$ cat config.mk
export PLATFORM = sky130hd
export DESIGN_NAME = frac_n_div_ctl
export DESIGN_NICKNAME = d
export VERILOG_FILES = /design/src/rtl/fnd_pkg.sv /design/src/rtl/fnd_rst_sync.sv /design/src/rtl/fnd_acc_stage.sv /design/src/rtl/fnd_sdm.sv /design/src/rtl/fnd_dual_mod.sv /design/src/rtl/frac_n_div_ctl.sv
export SDC_FILE = /design/constraint.sdc
export NUM_CORES = 1
export LEC_CHECK = 0
export BUFFER_PORTS_ARGS = -buffer_cell sky130_fd_sc_hd__buf_2
export CAP_MARGIN = 20
export CORE_ASPECT_RATIO = 1.1
export CORE_MARGIN = 2
export CORE_UTILIZATION = 34
export DETAILED_ROUTE_END_ITERATION = 7
export GPL_TIMING_DRIVEN = 0
export PLACE_DENSITY_LB_ADDON = 0.05
export SLEW_MARGIN = 40
export SYNTH_ARGS = -nofsm -noshare
export SYNTH_HDL_FRONTEND = slang
export SYNTH_SLANG_ARGS = --single-unit
$ cat constraint.sdc
create_clock -name clk -period 2.2 [get_ports clk]
set_clock_uncertainty 0.15 [all_clocks]
set_input_delay 0.33 -clock clk [delete_from_list [all_inputs] [get_ports clk]]
set_output_delay 0.33 -clock clk [all_outputs]
set_load 0.01 [all_outputs]
$ cat src/rtl/fnd_pkg.sv
package fnd_pkg;
  localparam int MASH_ORDER = 3;
  localparam int OFF_W      = 4;
  localparam int PS_LO_LOG2 = 2;
  localparam int PS_HI_LOG2 = 3;
  typedef enum logic {PS_LO = 1'b0, PS_HI = 1'b1} ps_mode_e;
endpackage

$ cat src/rtl/fnd_rst_sync.sv
module fnd_rst_sync (
  input  logic clk,
  input  logic rst_n,
  output logic rst_q_n
);
  logic meta_q;

  always_ff @(posedge clk or negedge rst_n) begin
    if (!rst_n) begin
      meta_q  <= 1'b0;
      rst_q_n <= 1'b0;
    end else begin
      meta_q  <= 1'b1;
      rst_q_n <= meta_q;
    end
  end
endmodule

$ cat src/rtl/fnd_acc_stage.sv
// One modulo-MOD accumulator with carry out.
module fnd_acc_stage #(
  parameter int W = 12
) (
  input  logic         clk,
  input  logic         rst_n,
  input  logic         clr,
  input  logic         step,
  input  logic [W-1:0] addend,
  input  logic [W-1:0] modulus,
  output logic [W-1:0] acc_q,
  output logic [W-1:0] acc_nx,
  output logic         carry
);
  logic [W:0]   sum;
  logic [W:0]   wrapped;
  logic [W-1:0] acc_d;

  always_comb begin
    sum     = {1'b0, acc_q} + {1'b0, addend};
    carry   = (sum >= {1'b0, modulus});
    wrapped = sum - {1'b0, modulus};
    acc_nx  = carry ? wrapped[W-1:0] : sum[W-1:0];
  end

  always_comb begin
    acc_d = acc_q;
    if (clr) begin
      acc_d = '0;
    end else if (step) begin
      acc_d = acc_nx;
    end
  end

  always_ff @(posedge clk or negedge rst_n) begin
    if (!rst_n) begin
      acc_q <= '0;
    end else begin
      acc_q <= acc_d;
    end
  end
endmodule

$ cat src/rtl/fnd_sdm.sv
// Three-stage cascaded modulator with carry recombination.
module fnd_sdm
  import fnd_pkg::*;
#(
  parameter int W = 12
) (
  input  logic                           clk,
  input  logic                           rst_n,
  input  logic                           clr,
  input  logic                           step,
  input  logic [W-1:0]                   frac_i,
  input  logic [W-1:0]                   mod_i,
  output logic signed [OFF_W-1:0]        off_o,
  output logic [MASH_ORDER-1:0][W-1:0]   acc_o
);
  logic [MASH_ORDER-1:0][W-1:0] add_v;
  logic [MASH_ORDER-1:0][W-1:0] nx_v;
  logic [MASH_ORDER-1:0]        cy;
  logic c2_dq, c3_dq, c3_ddq;
  logic c2_dd, c3_dd, c3_ddd;
  int   off_sum;

  for (genvar i = 0; i < MASH_ORDER; i++) begin : g_stage
    if (i == 0) begin : g_first
      assign add_v[i] = frac_i;
    end else begin : g_next
      assign add_v[i] = nx_v[i-1];
    end
    fnd_acc_stage #(.W(W)) u_acc (
      .clk     (clk),
      .rst_n   (rst_n),
      .clr     (clr),
      .step    (step),
      .addend  (add_v[i]),
      .modulus (mod_i),
      .acc_q   (acc_o[i]),
      .acc_nx  (nx_v[i]),
      .carry   (cy[i])
    );
  end

  always_comb begin
    off_sum = int'(cy[0]) + int'(cy[1]) - int'(c2_dq)
            + int'(cy[2]) - 2 * int'(c3_dq) + int'(c3_ddq);
    off_o   = off_sum[OFF_W-1:0];
  end

  always_comb begin
    c2_dd  = c2_dq;
    c3_dd  = c3_dq;
    c3_ddd = c3_ddq;
    if (clr) begin
      c2_dd  = 1'b0;
      c3_dd  = 1'b0;
      c3_ddd = 1'b0;
    end else if (step) begin
      c2_dd  = cy[1];
      c3_dd  = cy[2];
      c3_ddd = c3_dq;
    end
  end

  always_ff @(posedge clk or negedge rst_n) begin
    if (!rst_n) begin
      c2_dq  <= 1'b0;
      c3_dq  <= 1'b0;
      c3_ddq <= 1'b0;
    end else begin
      c2_dq  <= c2_dd;
      c3_dq  <= c3_dd;
      c3_ddq <= c3_ddd;
    end
  end
endmodule

$ cat src/rtl/fnd_dual_mod.sv
// B/A remainder counters driving the prescaler modulus request.
module fnd_dual_mod #(
  parameter int B_W = 9,
  parameter int A_W = 3
) (
  input  logic           clk,
  input  logic           rst_n,
  input  logic           clr,
  input  logic           tick,
  input  logic [B_W-1:0] load_b,
  input  logic [A_W-1:0] load_a,
  output logic           cyc_end,
  output logic           mod_ctl,
  output logic           div_pulse
);
  localparam logic [B_W-1:0] B_ONE = B_W'(1);
  localparam logic [A_W-1:0] A_ONE = A_W'(1);

  logic [B_W-1:0] b_q, b_d;
  logic [A_W-1:0] a_q, a_d;
  logic           p_d;

  always_comb begin
    cyc_end = tick && (b_q <= B_ONE);
    b_d     = b_q;
    a_d     = a_q;
    p_d     = 1'b0;
    if (clr) begin
      b_d = B_ONE;
      a_d = '0;
    end else if (tick) begin
      if (cyc_end) begin
        b_d = load_b;
        a_d = load_a;
        p_d = 1'b1;
      end else begin
        b_d = b_q - B_ONE;
        if (a_q != '0) begin
          a_d = a_q - A_ONE;
        end
      end
    end
  end

  always_ff @(posedge clk or negedge rst_n) begin
    if (!rst_n) begin
      b_q       <= B_ONE;
      a_q       <= '0;
      div_pulse <= 1'b0;
    end else begin
      b_q       <= b_d;
      a_q       <= a_d;
      div_pulse <= p_d;
    end
  end

  assign mod_ctl = (a_q != '0);
endmodule

$ cat src/rtl/frac_n_div_ctl.sv
module frac_n_div_ctl
  import fnd_pkg::*;
#(
  parameter int FRAC_W = 12,
  parameter int B_W    = 9,
  parameter int A_W    = 3
) (
  input  logic                 clk,
  input  logic                 rst_n,
  input  logic                 cnt_rst,
  input  logic                 pre_tick,
  input  logic                 ps_sel,
  input  logic [B_W+A_W-1:0]   int_val,
  input  logic [FRAC_W-1:0]    frac_val,
  input  logic [FRAC_W-1:0]    mod_val,
  output logic                 mod_ctl,
  output logic                 div_pulse
);
  localparam int N_W = B_W + A_W;

  logic                              sync_rst_n;
  logic                              cyc_end;
  logic signed [OFF_W-1:0]           off;
  logic [MASH_ORDER-1:0][FRAC_W-1:0] acc;
  logic [N_W-1:0]                    off_ext;
  logic [N_W-1:0]                    n_now;
  logic [N_W-1:0]                    lo_mask;
  logic [N_W-1:0]                    n_hi;
  logic [B_W-1:0]                    load_b;
  logic [A_W-1:0]                    load_a;
  ps_mode_e                          ps_mode;

  fnd_rst_sync u_rst (
    .clk     (clk),
    .rst_n   (rst_n),
    .rst_q_n (sync_rst_n)
  );

  fnd_sdm #(.W(FRAC_W)) u_sdm (
    .clk    (clk),
    .rst_n  (sync_rst_n),
    .clr    (cnt_rst),
    .step   (cyc_end),
    .frac_i (frac_val),
    .mod_i  (mod_val),
    .off_o  (off),
    .acc_o  (acc)
  );

  always_comb begin
    ps_mode = ps_mode_e'(ps_sel);
    off_ext = {{(N_W-OFF_W){off[OFF_W-1]}}, off};
    n_now   = int_val + off_ext;
    if (ps_mode == PS_HI) begin
      n_hi    = n_now >> PS_HI_LOG2;
      lo_mask = N_W'((1 << PS_HI_LOG2) - 1);
    end else begin
      n_hi    = n_now >> PS_LO_LOG2;
      lo_mask = N_W'((1 << PS_LO_LOG2) - 1);
    end
    load_b = n_hi[B_W-1:0];
    load_a = A_W'(n_now & lo_mask);
  end

  fnd_dual_mod #(.B_W(B_W), .A_W(A_W)) u_cnt (
    .clk       (clk),
    .rst_n     (sync_rst_n),
    .clr       (cnt_rst),
    .tick      (pre_tick),
    .load_b    (load_b),
    .load_a    (load_a),
    .cyc_end   (cyc_end),
    .mod_ctl   (mod_ctl),
    .div_pulse (div_pulse)
  );
endmodule

## Word level (Yosys, flattened, before mapping)

Index checks and enable logic that the tools add are counted.

| storage, ports and cells | value |
|---|---|
| ROM bits | 0 |
| bits of input ports | 41 |
| bits in latches | 0 |
| word-level logic and storage cells | 63 |
| output and inout bits | 2 |
| bits in writable memories | 0 |
| memories kept | 0 |
| register bits after elaboration | 54 |

| cells by class | value |
|---|---|
| $mul | 0 |
| reduce and logical (&&, ||, !) cells | 6 |
| div/mod/pow operators | 0 |
| $add $sub $neg | 14 |
| shift operators | 0 |
| equality and inequality tests | 0 |
| bitwise operators | 1 |
| muxes and demuxes | 27 |
| order comparisons | 4 |

Operator list:

| operator | count |
|---|---|
| $mux W12 | 9 |
| $add A12 B12 Y13 | 3 |
| $ge A13 B12 Y1 | 3 |
| $mux W9 | 4 |
| $sub A12 B12 Y12 | 3 |
| $mux W3 | 5 |
| $add A12 B12 Y12 | 1 |
| $le A9 B1 Y1 const B | 1 |
| $mux W1 | 9 |
| $sub A9 B1 Y9 const B | 1 |
| $add A4 B2 Y4 | 2 |
| $reduce_bool A3 Y1 | 2 |
| $reduce_bool A2 Y1 | 2 |
| $sub A4 B2 Y4 | 1 |
| $sub A4 B3 Y4 | 1 |
| $and A3 B3 Y3 | 1 |
| $sub A3 B1 Y3 const B | 1 |
| $add A1 B1 Y2 | 1 |
| $reduce_and A2 Y1 | 1 |
| $logic_and A1 B1 Y1 | 1 |

## Logic depth before layout (Yosys ltp)

Gate-level depths: netlist of run 1.

| logic depth | value |
|---|---|
| depth in word-level cells | 16 |
| gate-level depth with buffers | 59 |
| gate-level depth less buffers | 58 |

## Cells and area by module

From an unflattened synthesis of run 1, not the netlist that was laid out.

| second synthesis, totals | value |
|---|---|
| cells, all modules | 988 |
| area, all modules | 7818.7 µm² |

Modules (own cells, without submodules):

| module | times used | cells an instance | area an instance (µm²) | seq. area each (µm²) |
|---|---|---|---|---|
| fnd_acc_stage (u_sdm.g_stage[1].u_acc ...) | 2 | 266 | 2026.9 | 300.3 |
| fnd_acc_stage (u_sdm.g_stage[0].u_acc) | 1 | 220 | 1785.5 | 300.3 |
| fnd_dual_mod | 1 | 99 | 869.6 | 326.6 |
| frac_n_div_ctl | 1 | 105 | 772.0 | 0.0 |
| fnd_sdm | 1 | 29 | 284.0 | 75.1 |
| fnd_rst_sync | 1 | 3 | 53.8 | 50.0 |

## Worst setup path after synthesis of run 1

OpenSTA, ideal clock, no wires.

| timing path | value |
|---|---|
| kind | input to register |
| start | input frac_val[0] |
| end | register u_cnt.b_q[5] |
| cell stages on the path | 57 |
| path buffers | 2 |
| arrival time | 12.271 ns |
| setup slack | -10.315 ns |
| data required time | 1.956 ns |
| setup time | 0.094 ns |
| path through | ha_1 inv_1 fa_1 and2b_1 o211ai_1 a31oi_1 nor3_1 a311o_2 ha_1 a21oi_1 o21ai_0 a211oi_4 buf_6 mux2i_1 ha_1 fa_1 a211oi_1 o21ai_0 [... 21 more ...] a31oi_1 or2_0 inv_1 ha_1 fa_1 inv_1 ha_1 inv_1 ha_1 inv_1 ha_1 a21oi_1 a2bb2oi_1 o31ai_1 o21ai_0 o21ai_0 a211o_1 a211oi_1 |

| between the ends | value |
|---|---|
| cells in the longest elaborated chain, start to end | 16 |
| elaborated cells on any way between the ends | 20 |

RTL lines:

| what | RTL line | source |
|---|---|---|
| from (decl) | frac_n_div_ctl.sv:14 | `input logic [FRAC_W-1:0] frac_val,` |
| $add A12 B12 Y13 * | fnd_acc_stage.sv:20 | `sum = {1'b0, acc_q} + {1'b0, addend};` |
| $sub A12 B12 Y12 or $ge A13 B12 Y1 (tied branches) | fnd_acc_stage.sv:22, fnd_acc_stage.sv:21 |  |
| $mux W12 | fnd_acc_stage.sv:23 | `acc_nx = carry ? wrapped[W-1:0] : sum[W-1:0];` |
| $add A12 B12 Y13 | fnd_acc_stage.sv:20 |  |
| $sub A12 B12 Y12 or $ge A13 B12 Y1 (tied branches) | fnd_acc_stage.sv:22, fnd_acc_stage.sv:21 |  |
| $mux W12 | fnd_acc_stage.sv:23 |  |
| $add A12 B12 Y13 | fnd_acc_stage.sv:20 |  |
| $ge A13 B12 Y1 | fnd_acc_stage.sv:21 | `carry = (sum >= {1'b0, modulus});` |
| $add A4 B2 Y4 * | fnd_sdm.sv:44 | `+ int'(cy[2]) - 2 * int'(c3_dq) + int'(c3_ddq);` |
| $sub A4 B3 Y4 * | fnd_sdm.sv:44 |  |
| $add A4 B2 Y4 * | fnd_sdm.sv:44 |  |
| $add A12 B12 Y12 * | frac_n_div_ctl.sv:53 | `n_now = int_val + off_ext;` |
| $mux W9 * | frac_n_div_ctl.sv:54 | `if (ps_mode == PS_HI) begin` |
| $mux W9 * | fnd_dual_mod.sv:32 | `if (cyc_end) begin` |
| $mux W9 * | fnd_dual_mod.sv:31 | `end else if (tick) begin` |
| $mux W9 * | fnd_dual_mod.sv:28 | `if (clr) begin` |
| to (signal assigned) | fnd_dual_mod.sv:47 | `b_q <= B_ONE;` |
| to (signal assigned) | fnd_dual_mod.sv:51 | `b_q <= b_d;` |
| to (decl) | fnd_dual_mod.sv:19 | `logic [B_W-1:0] b_q, b_d;` |

Mark *: on every way between the ends. The rest lies on a longest branch, timed or not. The select of a mux whose other input is x is not followed.
A chain may end at the register's enable or synchronous reset.

## Final worst setup path of run 1

| timing path | value |
|---|---|
| start | register u_sdm.g_stage[0].u_acc.acc_q[0] |
| end | register u_cnt.b_q[6] |

| between the ends | value |
|---|---|
| cells in the longest elaborated chain, start to end | 16 |
| elaborated cells on any way between the ends | 20 |

RTL lines:

| what | RTL line | source |
|---|---|---|
| from (decl) | fnd_acc_stage.sv:11 | `output logic [W-1:0] acc_q,` |
| from (signal assigned) | fnd_acc_stage.sv:37 | `acc_q <= '0;` |
| from (signal assigned) | fnd_acc_stage.sv:39 | `acc_q <= acc_d;` |
| $add A12 B12 Y13 * | fnd_acc_stage.sv:20 |  |
| $sub A12 B12 Y12 or $ge A13 B12 Y1 (tied branches) | fnd_acc_stage.sv:22, fnd_acc_stage.sv:21 |  |
| $mux W12 | fnd_acc_stage.sv:23 |  |
| $add A12 B12 Y13 | fnd_acc_stage.sv:20 |  |
| $sub A12 B12 Y12 or $ge A13 B12 Y1 (tied branches) | fnd_acc_stage.sv:22, fnd_acc_stage.sv:21 |  |
| $mux W12 | fnd_acc_stage.sv:23 |  |
| $add A12 B12 Y13 | fnd_acc_stage.sv:20 |  |
| $ge A13 B12 Y1 | fnd_acc_stage.sv:21 |  |
| $add A4 B2 Y4 * | fnd_sdm.sv:44 |  |
| $sub A4 B3 Y4 * | fnd_sdm.sv:44 |  |
| $add A4 B2 Y4 * | fnd_sdm.sv:44 |  |
| $add A12 B12 Y12 * | frac_n_div_ctl.sv:53 |  |
| $mux W9 * | frac_n_div_ctl.sv:54 |  |
| $mux W9 * | fnd_dual_mod.sv:32 |  |
| $mux W9 * | fnd_dual_mod.sv:31 |  |
| $mux W9 * | fnd_dual_mod.sv:28 |  |

Marks and branches as above.

==> flow_metrics.env, run 1 <==
export IMPL_fin_crit_sh_pct=534
export IMPL_timing_slew_headroom_pct=45.3
export IMPL_drt_pass1_iterations=5
export IMPL_via_per_inst=5.60
export IMPL_arrival_ns=11.84
export IMPL_fin_hold_ws_ns=0.0559
export IMPL_wire_per_inst_um=19.6
export IMPL_syn_avg_cell_area_um2=7.96
export IMPL_crit_path_end_kind="flip-flop"
export IMPL_crit_path_max_fanout=4
export IMPL_synth_cell_type_count=79
export IMPL_violations="negative setup slack"
export IMPL_start_util_pct=34.5
export IMPL_ant_nets=0
export IMPL_rows=55
export IMPL_hold_path_class="flip-flop to asynchronous set/reset pin"
export IMPL_status="finished with violations"
export IMPL_start_kind="flip-flop"
export IMPL_required_ns=2.29
export IMPL_ys_warn_count=0
export IMPL_antenna_found_initial=0
export IMPL_dr_total_vias=7305
export IMPL_ys_ff_latch=54
export IMPL_postPlaceCellArea_um2=7860
export IMPL_tritoncts="built"
export IMPL_die_y_um=155
export IMPL_hpwl_mm=18.6
export IMPL_overflow=0
export IMPL_reg2reg_depth=59
export IMPL_syn_nets=1026
export IMPL_yosys_most_used_dff="dfrtp_1"
export IMPL_htree_levels=2
export IMPL_worst_pin_slew_ns=0.821
export IMPL_final_util_pct=49.4
export IMPL_crit_top_cell="ha_4"
export IMPL_nNetsFinal=1185
export IMPL_max_cap_violations=0
export IMPL_final_cell_area_um2=10100
export IMPL_grt_pass1_vias=6995
export IMPL_max_stage_delay_ns=0.54
export IMPL_drt_total_wl_mm=25.6
export IMPL_coreArea_um2=20500
export IMPL_synth_edff_count=0
export IMPL_die_area_um2=22000
export IMPL_nFillCells=1988
export IMPL_syn_to_final_growth_pct=43.1
export IMPL_portBuffers=37
export IMPL_clock_latency_ns=0.32
export IMPL_syn_area_um2=7070
export IMPL_cp_slowest_cell="fa_1"
export IMPL_grtUsageTotal_pct=22.9
export IMPL_pin_count=43
export IMPL_n_antenna_cell=0
export IMPL_clk_path_buf_depth=2
export IMPL_clk_pin_slew_ns=0.09
export IMPL_drtIter0Drc=317
export IMPL_globalplace_congestion=0.795
export IMPL_fmaxAchievable_mhz=85.1
export IMPL_cts_sinks=54
export IMPL_die_w_um=142
export IMPL_seq_area_frac_synth_pct=19.1
export IMPL_grt_pass1_wl_mm=39.5
export IMPL_setup_slack_ns=-9.55
export IMPL_cts_root_buf="clkbuf_16"
export IMPL_finalHoldViolations=0
export IMPL_rsz0062_at_grt="true"
export IMPL_drv_slew=0
export IMPL_cts_buffers=5
export IMPL_drive_gt1_share_pct=36.1
export IMPL_route_detailed_drc=0
export IMPL_post_route_min_period_ns=11.75
export IMPL_grt_max_degree=37
export IMPL_synthCells=888
export IMPL_async_flop_share_pct=100
export IMPL_setup_viol=50
export IMPL_path_class="flip-flop to flip-flop"
flip-flops by register name (all words and copies together) (netlist names):
name                       count
u_cnt.a_q                      3
u_cnt.b_q                      9
u_cnt.div_pulse                1
u_rst.meta_q                   1
u_rst.rst_q_n                  1
u_sdm.c2_dq                    1
u_sdm.c3_ddq                   1
u_sdm.c3_dq                    1
u_sdm.g_stage.u_acc.acc_q     36
logic make-up (layout without fill, tap and decap cells):
family / after synthesis / in the layout / synth area share (%)
other: 1 / 1 / 0.0530
xor gates and xnor gates: 60 / 60 / 7.43
AOI/OAI and AO/OA: 306 / 307 / 28.4
buffers and inverters: 89 / 248 / 5.08
adders and majority gates: 97 / 97 / 18.1
DFF: 54 / 54 / 19.1
and+or+nand+nor: 261 / 261 / 18.7
muxes: 20 / 20 / 3.04
final timing paths:
check	startpoint	end	slack, ns
setup / recovery	u_sdm.g_stage[0].u_acc.acc_q[0]	u_cnt.b_q[6]	-9.55
hold / removal	u_rst.rst_q_n	u_sdm.g_stage[0].u_acc.acc_q[5]	0.06
setup reg to reg	u_sdm.g_stage[0].u_acc.acc_q[0]	u_cnt.b_q[6]	-9.55
hold reg to reg	u_rst.rst_q_n	u_sdm.g_stage[0].u_acc.acc_q[5]	0.06
max in group asynchronous	u_rst.rst_q_n	u_cnt.b_q[0]	1.30
min in group clk	u_rst.meta_q	u_rst.rst_q_n	0.22
worst max-delay path: cells and delay by family, from the launching register on:
family	cells	cell delay (ns)
compound gates	21	4.21
xor+xnor	2	0.36
fa+ha+maj	14	3.74
buf+inv	8	0.72
flops	1	0.41
mux	1	0.18
simple gates	13	1.87
metal layers:
layer	up-vias	wire length, µm	track usage, %
met5	-	0	0
met4	0	418	4.33
met3	20	705	1.91
met2	116	12500	39.7
met1	3536	11900	31.4
li1	3633	-	-
final cells by class:
cell class / instances / area (µm²) / share of cell area [%]
clock inverter: 3 / 47.5 / 0.470
timing repair buffer: 154 / 1180 / 11.7
tap: 256 / 320 / 3.16
sequential: 54 / 1360 / 13.4
buffer: 32 / 240 / 2.37
inverter: 54 / 215 / 2.13
clock buffer: 5 / 125 / 1.24
multi-input combinational: 746 / 6630 / 65.5
cells in the mapped netlist (3+ instances only):
library cell	count	area, µm²
o31ai_1	4	30.0
nor2b_1	16	100
nor3b_1	4	30.0
o21ai_0	82	410
mux2_2	8	90.1
o311ai_0	4	35.0
a21oi_1	61	305
xnor2_1	39	342
nor3_1	30	150
a41oi_1	3	26.3
o21ba_2	7	70.1
nand3_1	30	150
a21o_1	23	173
nand2b_1	15	93.8
o31a_1	4	35.0
or3_1	10	62.6
xor2_1	21	184
nor4_1	8	50.1
a311oi_1	6	52.6
mux2i_1	11	110
buf_2	6	30.0
o21bai_1	4	30.0
nand2_1	57	214
nand4_1	6	37.5
o21a_1	13	97.6
nand3b_1	4	30.0
nor2_1	55	206
dfrtp_1	53	1330
ha_1	88	1100
fa_1	9	180
a32o_1	4	40.0
inv_1	53	199
a31oi_1	27	169
a211o_1	4	35.0
a221oi_1	4	35.0
and3_1	8	50.1
clkbuf_1	25	93.8
or2_2	5	31.3
a211oi_1	19	143
o211ai_1	9	67.6
what timing repair did:
action,in CTS,in global routing
endpoints found under the hold margin,2,0
pin swaps,95,63
gates resized for setup,125,100
cloned,2,1
endpoints found under the setup margin,52,52
hold buffers,1,0
buffers inserted,71,45
cell usage in the layout (no fill, tap or decap), drive strengths merged, types with 6 or more instances in the layout:
cell / n
o21a: 13
a21o: 24
xor2: 21
o211ai: 9
a311oi: 6
a21oi: 61
nor3: 30
nor2: 55
nand2: 58
nor2b: 16
inv: 55
or2: 6
fa: 9
buf: 162
a31oi: 27
o21ai: 84
nand4: 6
mux2i: 11
nand2b: 15
nand3: 30
or3: 12
nor4: 9
a211oi: 20
and3: 9
dfrtp: 53
o21ba: 7
mux2: 9
clkbuf: 28
xnor2: 39
ha: 88
per-stage QoR:
step	worst slack (ns)	cells	setup TNS [ns]
4_1_cts	-9.67	1261	-290.04
2_1_floorplan	-9.18	888	-267.24
5_1_grt	-10.01	1304	-302.43
3_3_place_gp	-11.38	1181	-373.30
3_5_place_dp	-11.31	1182	-345.37
6_report	-9.55	1304	-287.18
Power of run 1 is not shown: default switching activity piles up to over one toggle a cycle in this logic, so the estimate is an artifact.
==> run 2, diff against run 1 <==
Settings changed: SYNTH_HIERARCHICAL from default to 1.
==> flow_metrics.env, run 2 <==
export IMPL_drtIter0Drc=426
export IMPL_rows=57
export IMPL_seq_area_um2=1360
export IMPL_n_antenna_cell=0
export IMPL_path_class="flip-flop to flip-flop"
export IMPL_met3_length_um=697
export IMPL_grtUsageTotal_pct=21.3
export IMPL_reg_top3="u_sdm/g_stage.u_acc/acc_q (36), u_cnt/b_q (9), u_cnt/a_q (3)"
export IMPL_portBuffers=42
export IMPL_syn_avg_cell_area_um2=7.95
export IMPL_coreArea_um2=22200
export IMPL_largest_reg_flops=36
export IMPL_drt_total_wl_mm=25.8
export IMPL_via_per_inst=5.45
export IMPL_drive_gt1_share_pct=39.1
export IMPL_highest_layer="met4"
export IMPL_finalHoldViolations=0
export IMPL_grt_pass1_wl_mm=40.9
export IMPL_syn_nets=1115
export IMPL_top_register="u_sdm/g_stage.u_acc/acc_q"
export IMPL_final_util_pct=50.2
export IMPL_tritoncts="built"
export IMPL_postPlaceCellArea_um2=8700
export IMPL_timing_slew_headroom_pct=53.8
export IMPL_crit_path_end_kind="flip-flop"
export IMPL_worst_pin_slew_ns=0.692
export IMPL_final_cell_area_um2=11100
export IMPL_drt_met1_wl_mm=12.1
export IMPL_max_stage_delay_ns=0.52
export IMPL_violations="negative setup slack"
export IMPL_arrival_ns=12.03
export IMPL_required_ns=2.29
export IMPL_multi_input_area_um2=7320
export IMPL_critPathTopFamily="compound AO/OA/AOI/OAI gates"
export IMPL_hpwl_mm=19.0
export IMPL_final_cell_mix="buf_4, nor2_1, inv_1"
export IMPL_max_cap_violations=0
export IMPL_fin_crit_sh_pct=543
export IMPL_start_util_pct=34.8
export IMPL_setup_viol=50
export IMPL_crit_path_max_fanout=6
export IMPL_route_met2_wl_mm=12.6
export IMPL_crit_top_cell="ha_4"
export IMPL_ys_warn_count=6
export IMPL_overflow=0
export IMPL_rsz0062_at_grt="true"
export IMPL_hold_path_class="flip-flop to asynchronous set/reset pin"
export IMPL_clock_latency_ns=0.31
export IMPL_nNetsFinal=1288
export IMPL_ant_nets=0
export IMPL_setup_slack_ns=-9.74
export IMPL_status="finished with violations"
export IMPL_antenna_found_initial=0
export IMPL_dr_total_vias=7855
export IMPL_synthCells=972
export IMPL_pin_count=43
export IMPL_syn_to_final_growth_pct=43.9
export IMPL_syn_area_um2=7730
export IMPL_cts_sinks=54
export IMPL_clk_path_buf_depth=2
export IMPL_final_common_cell="buf_4"
export IMPL_crit_buf_inv=7
export IMPL_place_ws_ns=-11.31
export IMPL_die_area_um2=24000
export IMPL_post_route_min_period_ns=11.94
export IMPL_fin_hold_ws_ns=0.129
export IMPL_die_w_um=148
export IMPL_cts_root_buf="clkbuf_16"
export IMPL_htree_levels=2
export IMPL_cp_slowest_cell="or4_4"
export IMPL_clk_pin_slew_ns=0.08
export IMPL_nFillCells=2173
export IMPL_cts_buffers=5
export IMPL_start_kind="flip-flop"
export IMPL_fmaxAchievable_mhz=83.7
export IMPL_globalplace_congestion=0.828
export IMPL_wire_per_inst_um=17.9
export IMPL_drv_slew=0
export IMPL_grt_max_degree=31
export IMPL_route_detailed_drc=0
export IMPL_drt_pass1_iterations=6
export IMPL_die_y_um=162
export IMPL_grt_pass1_vias=7638
[run 2: cell types whose count changed in the layout (fill, tap and decap cells not counted), moves of 15 or more]
cell / change
inv_1: +38
nor2_1: +36
o21ai_0: -32
buf_6: +17
a31oi_1: -15
[run 2: metal layers]
layer	track usage [%]	up-vias
li1	-	3925
met1	28.5	3756
met2	37.3	153
met3	2.25	21
met4	4.28	0
met5	0	-
[run 2: cell type report]
type,instances,share of cell area [%]
multi-input cells,787,65.8
flip-flops and latches,54,12.2
repair buffers,170,11.8
inverters,99,3.71
well taps,295,3.32
plain buffers,27,1.72
clock buffers,6,1.25
clock inverters,2,0.157
repair inverters,1,0.0787
[run 2: through the flow]
step	instances	TNS, ns
finish	1441	-299.85
global route	1441	-314.64
CTS	1406	-292.30
detailed placement	1310	-342.74
global placement	1309	-369.76
floorplan	972	-270.88
[run 2: final timing paths]
check | from | end | slack, ns | cells after the start
max reg2reg | u_sdm/g_stage[0].u_acc/acc_q[0] | u_cnt/b_q[5] | -9.74 | 54
min reg2reg | u_rst/rst_q_n | u_sdm/c3_dq | 0.13 | 0
max in group asynchronous | u_rst/rst_q_n | u_cnt/b_q[0] | 1.21 | 1
max | u_sdm/g_stage[0].u_acc/acc_q[0] | u_cnt/b_q[5] | -9.74 | 54
min in group clk | u_rst/meta_q | u_rst/rst_q_n | 0.21 | 0
min | u_rst/rst_q_n | u_sdm/c3_dq | 0.13 | 0
[run 2: what timing repair did]
| action | 4_1_cts | 5_1_grt |
|---|---|---|
| setup buffers | 89 | 41 |
| hold buffers | 1 | 0 |
| gates resized for setup | 145 | 112 |
| setup endpoints to repair | 51 | 51 |
| pin swaps | 105 | 93 |
| hold endpoints to repair | 2 | 0 |
| cloned | 1 | 1 |
Power of run 2 is left out for the same reason.
==> run 3, diff against run 2 <==
Settings changed: BUFFER_PORTS_ARGS -buffer_cell sky130_fd_sc_hd__buf_2 to -buffer_cell sky130_fd_sc_hd__buf_4, SYNTH_HIERARCHICAL 1 to default.
==> flow_metrics.env, run 3 (synthesized netlist as in run 1, its figures left out) <==
export IMPL_wire_per_inst_um=19.7
export IMPL_grt_pass1_wl_mm=39.5
export IMPL_crit_buf_inv=9
export IMPL_setup_slack_ns=-9.62
export IMPL_hpwl_mm=18.4
export IMPL_via_per_inst=5.66
export IMPL_grtUsageTotal_pct=23.0
export IMPL_clock_latency_ns=0.32
export IMPL_ant_nets=0
export IMPL_overflow=0
export IMPL_timing_slew_headroom_pct=43.5
export IMPL_final_cell_mix="buf_4, ha_1, o21ai_0"
export IMPL_crit_top_cell="ha_4"
export IMPL_status="finished with violations"
export IMPL_cts_buffers=5
export IMPL_drive_gt1_share_pct=32.9
export IMPL_fin_crit_sh_pct=537
export IMPL_max_stage_delay_ns=0.53
export IMPL_clk_pin_slew_ns=0.09
export IMPL_cts_sinks=54
export IMPL_crit_path_max_fanout=10
export IMPL_hold_path_class="flip-flop to asynchronous set/reset pin"
export IMPL_reg_top3="u_sdm.g_stage.u_acc.acc_q (36), u_cnt.b_q (9), u_cnt.a_q (3)"
export IMPL_max_cap_violations=0
export IMPL_largest_reg_flops=36
export IMPL_nNetsFinal=1154
export IMPL_setup_viol=50
export IMPL_coreArea_um2=20500
export IMPL_cts_root_buf="clkbuf_16"
export IMPL_clk_path_buf_depth=2
export IMPL_drv_slew=0
export IMPL_dr_total_vias=7199
export IMPL_syn_to_final_growth_pct=38.7
export IMPL_die_area_um2=22000
export IMPL_drt_total_wl_mm=25.1
export IMPL_grt_pass1_vias=7306
export IMPL_post_route_min_period_ns=11.82
export IMPL_portBuffers=37
export IMPL_die_y_um=155
export IMPL_crit_path_end_kind="flip-flop"
export IMPL_fmaxAchievable_mhz=84.6
export IMPL_globalplace_congestion=0.814
export IMPL_path_class="flip-flop to flip-flop"
export IMPL_cp_slowest_cell="fa_1"
export IMPL_start_kind="flip-flop"
export IMPL_required_ns=2.24
export IMPL_drt_pass1_iterations=5
export IMPL_grt_max_degree=37
export IMPL_antenna_found_initial=0
export IMPL_arrival_ns=11.86
export IMPL_violations="negative setup slack"
export IMPL_top_register="u_sdm.g_stage.u_acc.acc_q"
export IMPL_worst_pin_slew_ns=0.848
export IMPL_final_common_cell="buf_4"
export IMPL_nFillCells=2040
export IMPL_fin_hold_ws_ns=0.0562
export IMPL_finalHoldViolations=0
export IMPL_pin_count=43
export IMPL_start_util_pct=34.5
export IMPL_rsz0062_at_grt="true"
export IMPL_die_w_um=142
export IMPL_tritoncts="built"
export IMPL_n_antenna_cell=0
export IMPL_route_detailed_drc=0
export IMPL_drtIter0Drc=329
export IMPL_rows=55
export IMPL_critPathTopFamily="compound AO/OA/AOI/OAI gates"
export IMPL_htree_levels=2
[run 3: final timing paths]
check / startpoint / endpoint / slack (ns) / cells after the start
min: u_rst.rst_q_n / u_sdm.g_stage[0].u_acc.acc_q[6] / 0.06 / 0
min reg2reg: u_rst.rst_q_n / u_sdm.g_stage[0].u_acc.acc_q[6] / 0.06 / 0
max in group asynchronous: u_rst.rst_q_n / u_cnt.b_q[0] / 1.28 / 1
max reg2reg: u_sdm.g_stage[0].u_acc.acc_q[0] / u_cnt.b_q[2] / -9.62 / 59
min in group clk: u_rst.meta_q / u_rst.rst_q_n / 0.21 / 0
max: u_sdm.g_stage[0].u_acc.acc_q[0] / u_cnt.b_q[2] / -9.62 / 59
[run 3: final cells by class]
type,count,area [µm²],share of cell area [%]
plain buffers,32,219,2.23
clock buffers,5,125,1.28
clock inverters,3,28.8,0.293
inverters,54,215,2.19
multi-input cells,746,6530,66.5
flip-flops and latches,54,1360,13.9
well taps,256,320,3.27
repair buffers,123,1010,10.3
[run 3: per-layer routing]
metal | track usage (%) | routed length, µm
met1 | 30.1 | 11500
met2 | 38.5 | 12100
met3 | 3.51 | 789
met4 | 8.14 | 754
met5 | 0 | 0
[run 3: repair_timing]
item | in CTS | in global routing
gates resized for setup | 139 | 65
pin swaps | 105 | 64
setup endpoints to repair | 52 | 52
hold endpoints to repair | 2 | 0
cloned | 2 | 1
setup buffers | 64 | 23
hold buffers | 1 | 0
[run 3: metrics by stage]
step	setup TNS (ns)	setup WS (ns)	instance area [µm²]	utilization, %	cells
CTS	-287.02	-9.57	9340	45.5	1255
global placement	-371.41	-11.39	7930	38.7	1181
detailed placement	-344.02	-11.28	7950	38.8	1182
finish	-287.99	-9.62	9810	47.8	1273
floorplan	-267.24	-9.18	7330	-	888
global route	-303.15	-10.09	9810	47.8	1273
Power of run 3 is left out for the same reason.
